## src/rtl/pme_pkg.sv

```systemverilog
package pme_pkg;

  localparam int unsigned KEY_W = 32;
  localparam logic [KEY_W-1:0] UNLOCK_KEY = 32'h4D434850;

  typedef enum logic [2:0] {
    S_IDLE,
    S_KICK,
    S_GAP,
    S_KEY,
    S_RELEASE,
    S_SETTLE,
    S_READY
  } pme_state_e;

endpackage

```

## src/rtl/pme_interval.sv

```systemverilog
module pme_interval #(
  parameter int unsigned CW = 16
) (
  input  logic          clk,
  input  logic          rst,
  input  logic          load_i,
  input  logic [CW-1:0] val_i,
  output logic          done_o
);

  logic [CW-1:0] cnt_q;

  always_ff @(posedge clk) begin
    if (rst) begin
      cnt_q <= '0;
    end else if (load_i) begin
      cnt_q <= val_i;
    end else if (cnt_q != '0) begin
      cnt_q <= cnt_q - 1'b1;
    end
  end

  assign done_o = (cnt_q == '0);

endmodule

```

## src/rtl/pme_bitclk.sv

```systemverilog
module pme_bitclk #(
  parameter int unsigned HALF_CYC = 2
) (
  input  logic clk,
  input  logic rst,
  input  logic clr_i,
  input  logic run_i,
  output logic high_o,
  output logic wrap_o
);

  localparam int unsigned PERIOD = 2 * HALF_CYC;
  localparam int unsigned PW     = (PERIOD > 1) ? $clog2(PERIOD) : 1;
  localparam logic [PW-1:0] LAST_PH = PW'(PERIOD - 1);
  localparam logic [PW-1:0] HIGH_PH = PW'(HALF_CYC);

  logic [PW-1:0] phase_q;

  always_ff @(posedge clk) begin
    if (rst || clr_i) begin
      phase_q <= '0;
    end else if (run_i) begin
      if (phase_q == LAST_PH) phase_q <= '0;
      else                    phase_q <= phase_q + 1'b1;
    end
  end

  assign high_o = (phase_q >= HIGH_PH);
  assign wrap_o = (phase_q == LAST_PH);

endmodule

```

## src/rtl/pme_keyreg.sv

```systemverilog
module pme_keyreg #(
  parameter int unsigned          KW  = 32,
  parameter logic [KW-1:0]        KEY = '0
) (
  input  logic clk,
  input  logic rst,
  input  logic load_i,
  input  logic shift_i,
  output logic bit_o,
  output logic last_o
);

  localparam int unsigned IW = (KW > 1) ? $clog2(KW) : 1;
  localparam logic [IW-1:0] LAST_IDX = IW'(KW - 1);

  logic [KW-1:0] sr_q;
  logic [IW-1:0] idx_q;

  always_ff @(posedge clk) begin
    if (rst) begin
      sr_q  <= '0;
      idx_q <= '0;
    end else if (load_i) begin
      sr_q  <= KEY;
      idx_q <= '0;
    end else if (shift_i) begin
      sr_q  <= {sr_q[KW-2:0], 1'b0};
      idx_q <= idx_q + 1'b1;
    end
  end

  assign bit_o  = sr_q[KW-1];
  assign last_o = (idx_q == LAST_IDX);

endmodule

```

## src/rtl/pme_entry_seq.sv

```systemverilog
module pme_entry_seq
  import pme_pkg::*;
#(
  parameter int unsigned CW          = 16,
  parameter int unsigned KICK_CYC    = 4,
  parameter int unsigned GAP_CYC     = 10,
  parameter int unsigned HALF_CYC    = 2,
  parameter int unsigned RELEASE_CYC = 3,
  parameter int unsigned SETTLE_CYC  = 12
) (
  input  logic clk,
  input  logic rst,
  input  logic start_i,
  input  logic abort_i,
  output logic tgt_rst_n_o,
  output logic sclk_o,
  output logic sdat_o,
  output logic ready_o
);

  localparam logic [CW-1:0] KICK_LD    = CW'(KICK_CYC - 1);
  localparam logic [CW-1:0] GAP_LD     = CW'(GAP_CYC - 1);
  localparam logic [CW-1:0] RELEASE_LD = CW'(RELEASE_CYC - 1);
  localparam logic [CW-1:0] SETTLE_LD  = CW'(SETTLE_CYC - 1);

  pme_state_e    state_q, state_d;
  logic          t_load, t_done;
  logic [CW-1:0] t_val;
  logic          key_load, key_shift, key_bit, key_last;
  logic          ck_clr, ck_run, ck_high, ck_wrap;

  logic rst_n_q, sclk_q, sdat_q, ready_q;

  pme_interval #(.CW(CW)) u_timer (
    .clk    (clk),
    .rst    (rst),
    .load_i (t_load),
    .val_i  (t_val),
    .done_o (t_done)
  );

  pme_bitclk #(.HALF_CYC(HALF_CYC)) u_bitclk (
    .clk    (clk),
    .rst    (rst),
    .clr_i  (ck_clr),
    .run_i  (ck_run),
    .high_o (ck_high),
    .wrap_o (ck_wrap)
  );

  pme_keyreg #(.KW(KEY_W), .KEY(UNLOCK_KEY)) u_key (
    .clk     (clk),
    .rst     (rst),
    .load_i  (key_load),
    .shift_i (key_shift),
    .bit_o   (key_bit),
    .last_o  (key_last)
  );

  assign ck_run    = (state_q == S_KEY);
  assign key_shift = (state_q == S_KEY) && ck_wrap;

  always_comb begin
    state_d  = state_q;
    t_load   = 1'b0;
    t_val    = '0;
    key_load = 1'b0;
    ck_clr   = 1'b0;
    unique case (state_q)
      S_IDLE: begin
        if (start_i) begin
          state_d = S_KICK;
          t_load  = 1'b1;
          t_val   = KICK_LD;
        end
      end
      S_KICK: begin
        if (t_done) begin
          state_d = S_GAP;
          t_load  = 1'b1;
          t_val   = GAP_LD;
        end
      end
      S_GAP: begin
        if (t_done) begin
          state_d  = S_KEY;
          key_load = 1'b1;
          ck_clr   = 1'b1;
        end
      end
      S_KEY: begin
        if (ck_wrap && key_last) begin
          state_d = S_RELEASE;
          t_load  = 1'b1;
          t_val   = RELEASE_LD;
        end
      end
      S_RELEASE: begin
        if (t_done) begin
          state_d = S_SETTLE;
          t_load  = 1'b1;
          t_val   = SETTLE_LD;
        end
      end
      S_SETTLE: begin
        if (t_done) state_d = S_READY;
      end
      S_READY: state_d = S_READY;
      default: state_d = S_IDLE;
    endcase
    if (abort_i) state_d = S_IDLE;
  end

  always_ff @(posedge clk) begin
    if (rst) state_q <= S_IDLE;
    else     state_q <= state_d;
  end

  always_ff @(posedge clk) begin
    if (rst) begin
      rst_n_q <= 1'b0;
      sclk_q  <= 1'b0;
      sdat_q  <= 1'b0;
      ready_q <= 1'b0;
    end else begin
      rst_n_q <= (state_q == S_KICK) || (state_q == S_SETTLE) || (state_q == S_READY);
      sclk_q  <= (state_q == S_KEY) && ck_high;
      sdat_q  <= (state_q == S_KEY) && key_bit;
      ready_q <= (state_q == S_READY);
    end
  end

  assign tgt_rst_n_o = rst_n_q;
  assign sclk_o      = sclk_q;
  assign sdat_o      = sdat_q;
  assign ready_o     = ready_q;

endmodule

```

## config.mk

```make
export PLATFORM = sky130hd
export DESIGN_NAME = pme_entry_seq
export DESIGN_NICKNAME = d
export VERILOG_FILES = /design/src/rtl/pme_pkg.sv /design/src/rtl/pme_interval.sv /design/src/rtl/pme_bitclk.sv /design/src/rtl/pme_keyreg.sv /design/src/rtl/pme_entry_seq.sv
export SDC_FILE = /design/constraint.sdc
export NUM_CORES = 1
export LEC_CHECK = 0
export BUFFER_PORTS_ARGS = -buffer_cell sky130_fd_sc_hd__buf_2
export CORE_MARGIN = 4
export CORE_UTILIZATION = 39
export DETAILED_ROUTE_END_ITERATION = 6
export PLACE_DENSITY = 0.62
export SYNTH_ARGS = -nofsm -noshare
export SYNTH_HDL_FRONTEND = slang
export SYNTH_SLANG_ARGS = --single-unit
```

## constraint.sdc

```tcl
create_clock -name clk -period 4.06 [get_ports clk]
set_clock_uncertainty 0.15 [all_clocks]
set_input_delay 0 -clock clk [delete_from_list [all_inputs] [get_ports clk]]
set_output_delay 0 -clock clk [all_outputs]
set_load 0.01 [all_outputs]
```

==> out/metrics.yaml <==
outcome: "finished clean"
r2r_slack_ps: 1340
clock_path_buffers: 2
critical_path.max_stage_delay_ps: 760
path_buf_inv: 1
htreeDepth: 3
postCtsSetupBuffers: 0
grt_max_degree: 33
cp_max_fo: 24
synth.distinct_cells: 48
layout_setup_ws_ps: 1340
grt_pass1_wl_um: 7930
fin_util: 0.440
syn_inst: 300
hold_class: "in -> reg"
synth_ff_type: "dfxtp_1"
relSlewSlack: 0.377
clock.fmax_mhz: 367
timing.rr.start: "u_timer.cnt_q[0]$_SDFFE_PP0P_"
antenna_found_initial: 0
hold_viol_final: 0
maxCapViolCount: 0
routed_wl_um: 4550
cts_buffers: 9
clk_pin_slew_ps: 70
cp_slowest_cell: "nand2b_1"
start_util: 0.400
hold_end: "state_q[1]$_SDFFE_PP0P_"
post_drt_wl_per_cell_um: 11.9
reg2regPathDepth: 7
cts_root_buf: "clkbuf_8"
drt_iter0_markers: 83
firstDrtPassIters: 4
synth-seq-cells: 58
min_from: "abort_i"
clkLatencyLatePin_ps: 340
track_usage: 0.128
vias_per_cell: 5.10
vias: 1959
rsz0062_at_grt: "no"
finalSetupTns_ps: 0
power_density_nw_per_um2: 742
yosysWarnings: 0
grt_overflow: 0
ctsResizeCount: 0
r2r-end: "u_key.idx_q[3]$_SDFFE_PP0N_"
n_antenna_cell: 0
final_cell_mix: "67 x nand2_1, 58 x dfxtp_1, 30 x a21oi_1, 28 x nor2_1, 13 x nor3_1"
syn_area_sq_um: 2540
io_pins: 8
hold_depth: 3
grt_pass1_vias: 1816
area_delta_synth_final_pct: 9.79
drc: 0
postSynthAreaPerCell_sq_um: 8.47
tightestPinTransition_ps: 932
whs_ps: 246
place_area_sq_um: 2530
drv_slew: 0
synth_edf_count: 0
async_flop_share: 0
setup_viol: 0
endpoint_kind: "flop"
globalplace.congestion: 0.768
cts_tree: "built"
synth_seq_area_share: 0.457
drive_above_1_share: 0.107
hpwl_um: 2870
syn-num-nets: 310
critPathArrivalTime_ps: 2760
p_leak_nw: 1.02
dieArea_sq_um: 7870
critPathLaunchType: "flop"
worst_ir_drop_vdd_v: 0.000377
die-width_um: 88.7
core_area_sq_um: 6350
place_ws_ps: 1360
die_h_um: 88.7
fin_crit_sh: 0.670
layout_commonest_cell: "nand2_1"
worst-setup-path-type: "reg -> reg"
finalInstanceArea_sq_um: 2790
drtAntennaViolNets: 0
final_nets: 312
fp-row-count: 29
numPortBuffers: 7
finalCriticalPeriod_ps: 2720
path_cells: "inv_1 -> ha_1 -> nor4b_4 -> and3_1 -> nand2_1 -> nand2b_1 -> nor2_1"
cp_top_family: "simple AND/OR/NAND/NOR gates"
clkSinkCount: 58
crit_required_ps: 4100
[synthesized netlist by cell type (2+ instances only)]
library cell	count	area share
nor3_1	13	0.026
nand2b_1	2	0.0049
inv_1	7	0.010
ha_1	6	0.030
a211oi_1	2	0.0059
xor2_1	5	0.017
a21oi_1	30	0.059
o21ai_0	2	0.0039
buf_6	2	0.0089
nand2_1	67	0.099
or3b_2	2	0.0069
nand3b_1	2	0.0059
nand3_1	3	0.0059
dfxtp_1	58	0.46
buf_2	4	0.0079
a31oi_1	10	0.025
nand4_1	2	0.0049
clkbuf_1	8	0.012
buf_4	2	0.0059
nor2_1	28	0.041
xnor2_1	10	0.034
nor4_2	2	0.0098
nor4_1	3	0.0074
and3_1	2	0.0049
clkbuf_8	3	0.016
or3_1	3	0.0074
[worst min-delay path, stage by stage]
cell,delay [ps]
dlygate4sd3_1,520
buf_2,120
a211oi_1,50
[cells by family after synthesis]
| group | share of synthesized area |
|---|---|
| flip-flops | 0.457 |
| AND/OR/NAND/NOR | 0.261 |
| buffers and inverters | 0.0689 |
| multiplexers | 0.00837 |
| XOR/XNOR | 0.0517 |
| adder cells (fa/ha/maj) | 0.0295 |
| AO/OA/AOI/OAI | 0.124 |
[metal layers]
layer	up-vias	part of all wire	wire, um	GRT usage
met5	-	0	0	0
met4	0	0.027	124	0.0797
met3	10	0.033	152	0.0317
met2	27	0.43	1950	0.198
met1	902	0.51	2320	0.159
li1	1020	-	-	-
[layout make-up]
cell class / count / area, sq um
fill: 617 / 3560
multi-input combinational: 215 / 1210
clock inverter: 4 / 73.8
tap: 77 / 96.3
inverter: 7 / 26.3
sequential: 58 / 1160
clock buffer: 12 / 155
timing repair buffer: 11 / 72.6
[power by group]
group | switching (mW) | internal, mW
logic | 0.398 | 0.331
clock network | 0.224 | 0.379
registers | 0.0906 | 0.649
total | 0.713 | 1.36
[registers in the layout (all words and copies together), names as in the netlist]
signal,cells
tgt_rst_n_o,1
u_key.idx_q,5
ready_o,1
sclk_o,1
u_timer.cnt_q,16
state_q,3
sdat_o,1
u_bitclk.phase_q,2
u_key.sr_q,28
[repair_timing]
action | CTS | global route
hold buffers | 3 | 0
endpoints found under the hold margin | 16 | 0
endpoints found under the setup margin | 0 | 0
[metrics by stage]
step                power, mW  std cells
finish                   2.07        384
global route             2.21        384
CTS                      2.09        384
detailed placement       1.47        365
global placement         1.46        365
floorplan                1.38        300
[how the worst max path moves through the flow]
stage / startpoint / endpoint / slack, ps / depth (start not counted)
2_1_floorplan: u_timer.cnt_q[0]$_SDFFE_PP0P_ / u_timer.cnt_q[7]$_SDFFE_PP0P_ / 2140 / 8
3_3_place_gp: u_timer.cnt_q[0]$_SDFFE_PP0P_ / u_bitclk.phase_q[1]$_SDFFE_PP0P_ / 1460 / 7
3_5_place_dp: u_timer.cnt_q[0]$_SDFFE_PP0P_ / u_key.idx_q[3]$_SDFFE_PP0N_ / 1360 / 7
4_1_cts: u_timer.cnt_q[0]$_SDFFE_PP0P_ / u_bitclk.phase_q[1]$_SDFFE_PP0P_ / 1340 / 7
5_1_grt: u_timer.cnt_q[1]$_SDFFE_PP0P_ / u_key.idx_q[0]$_SDFFE_PP0N_ / 1120 / 7
6_report: u_timer.cnt_q[0]$_SDFFE_PP0P_ / u_key.idx_q[3]$_SDFFE_PP0N_ / 1340 / 7
Note: power is estimated with default switching activity, not from simulation.
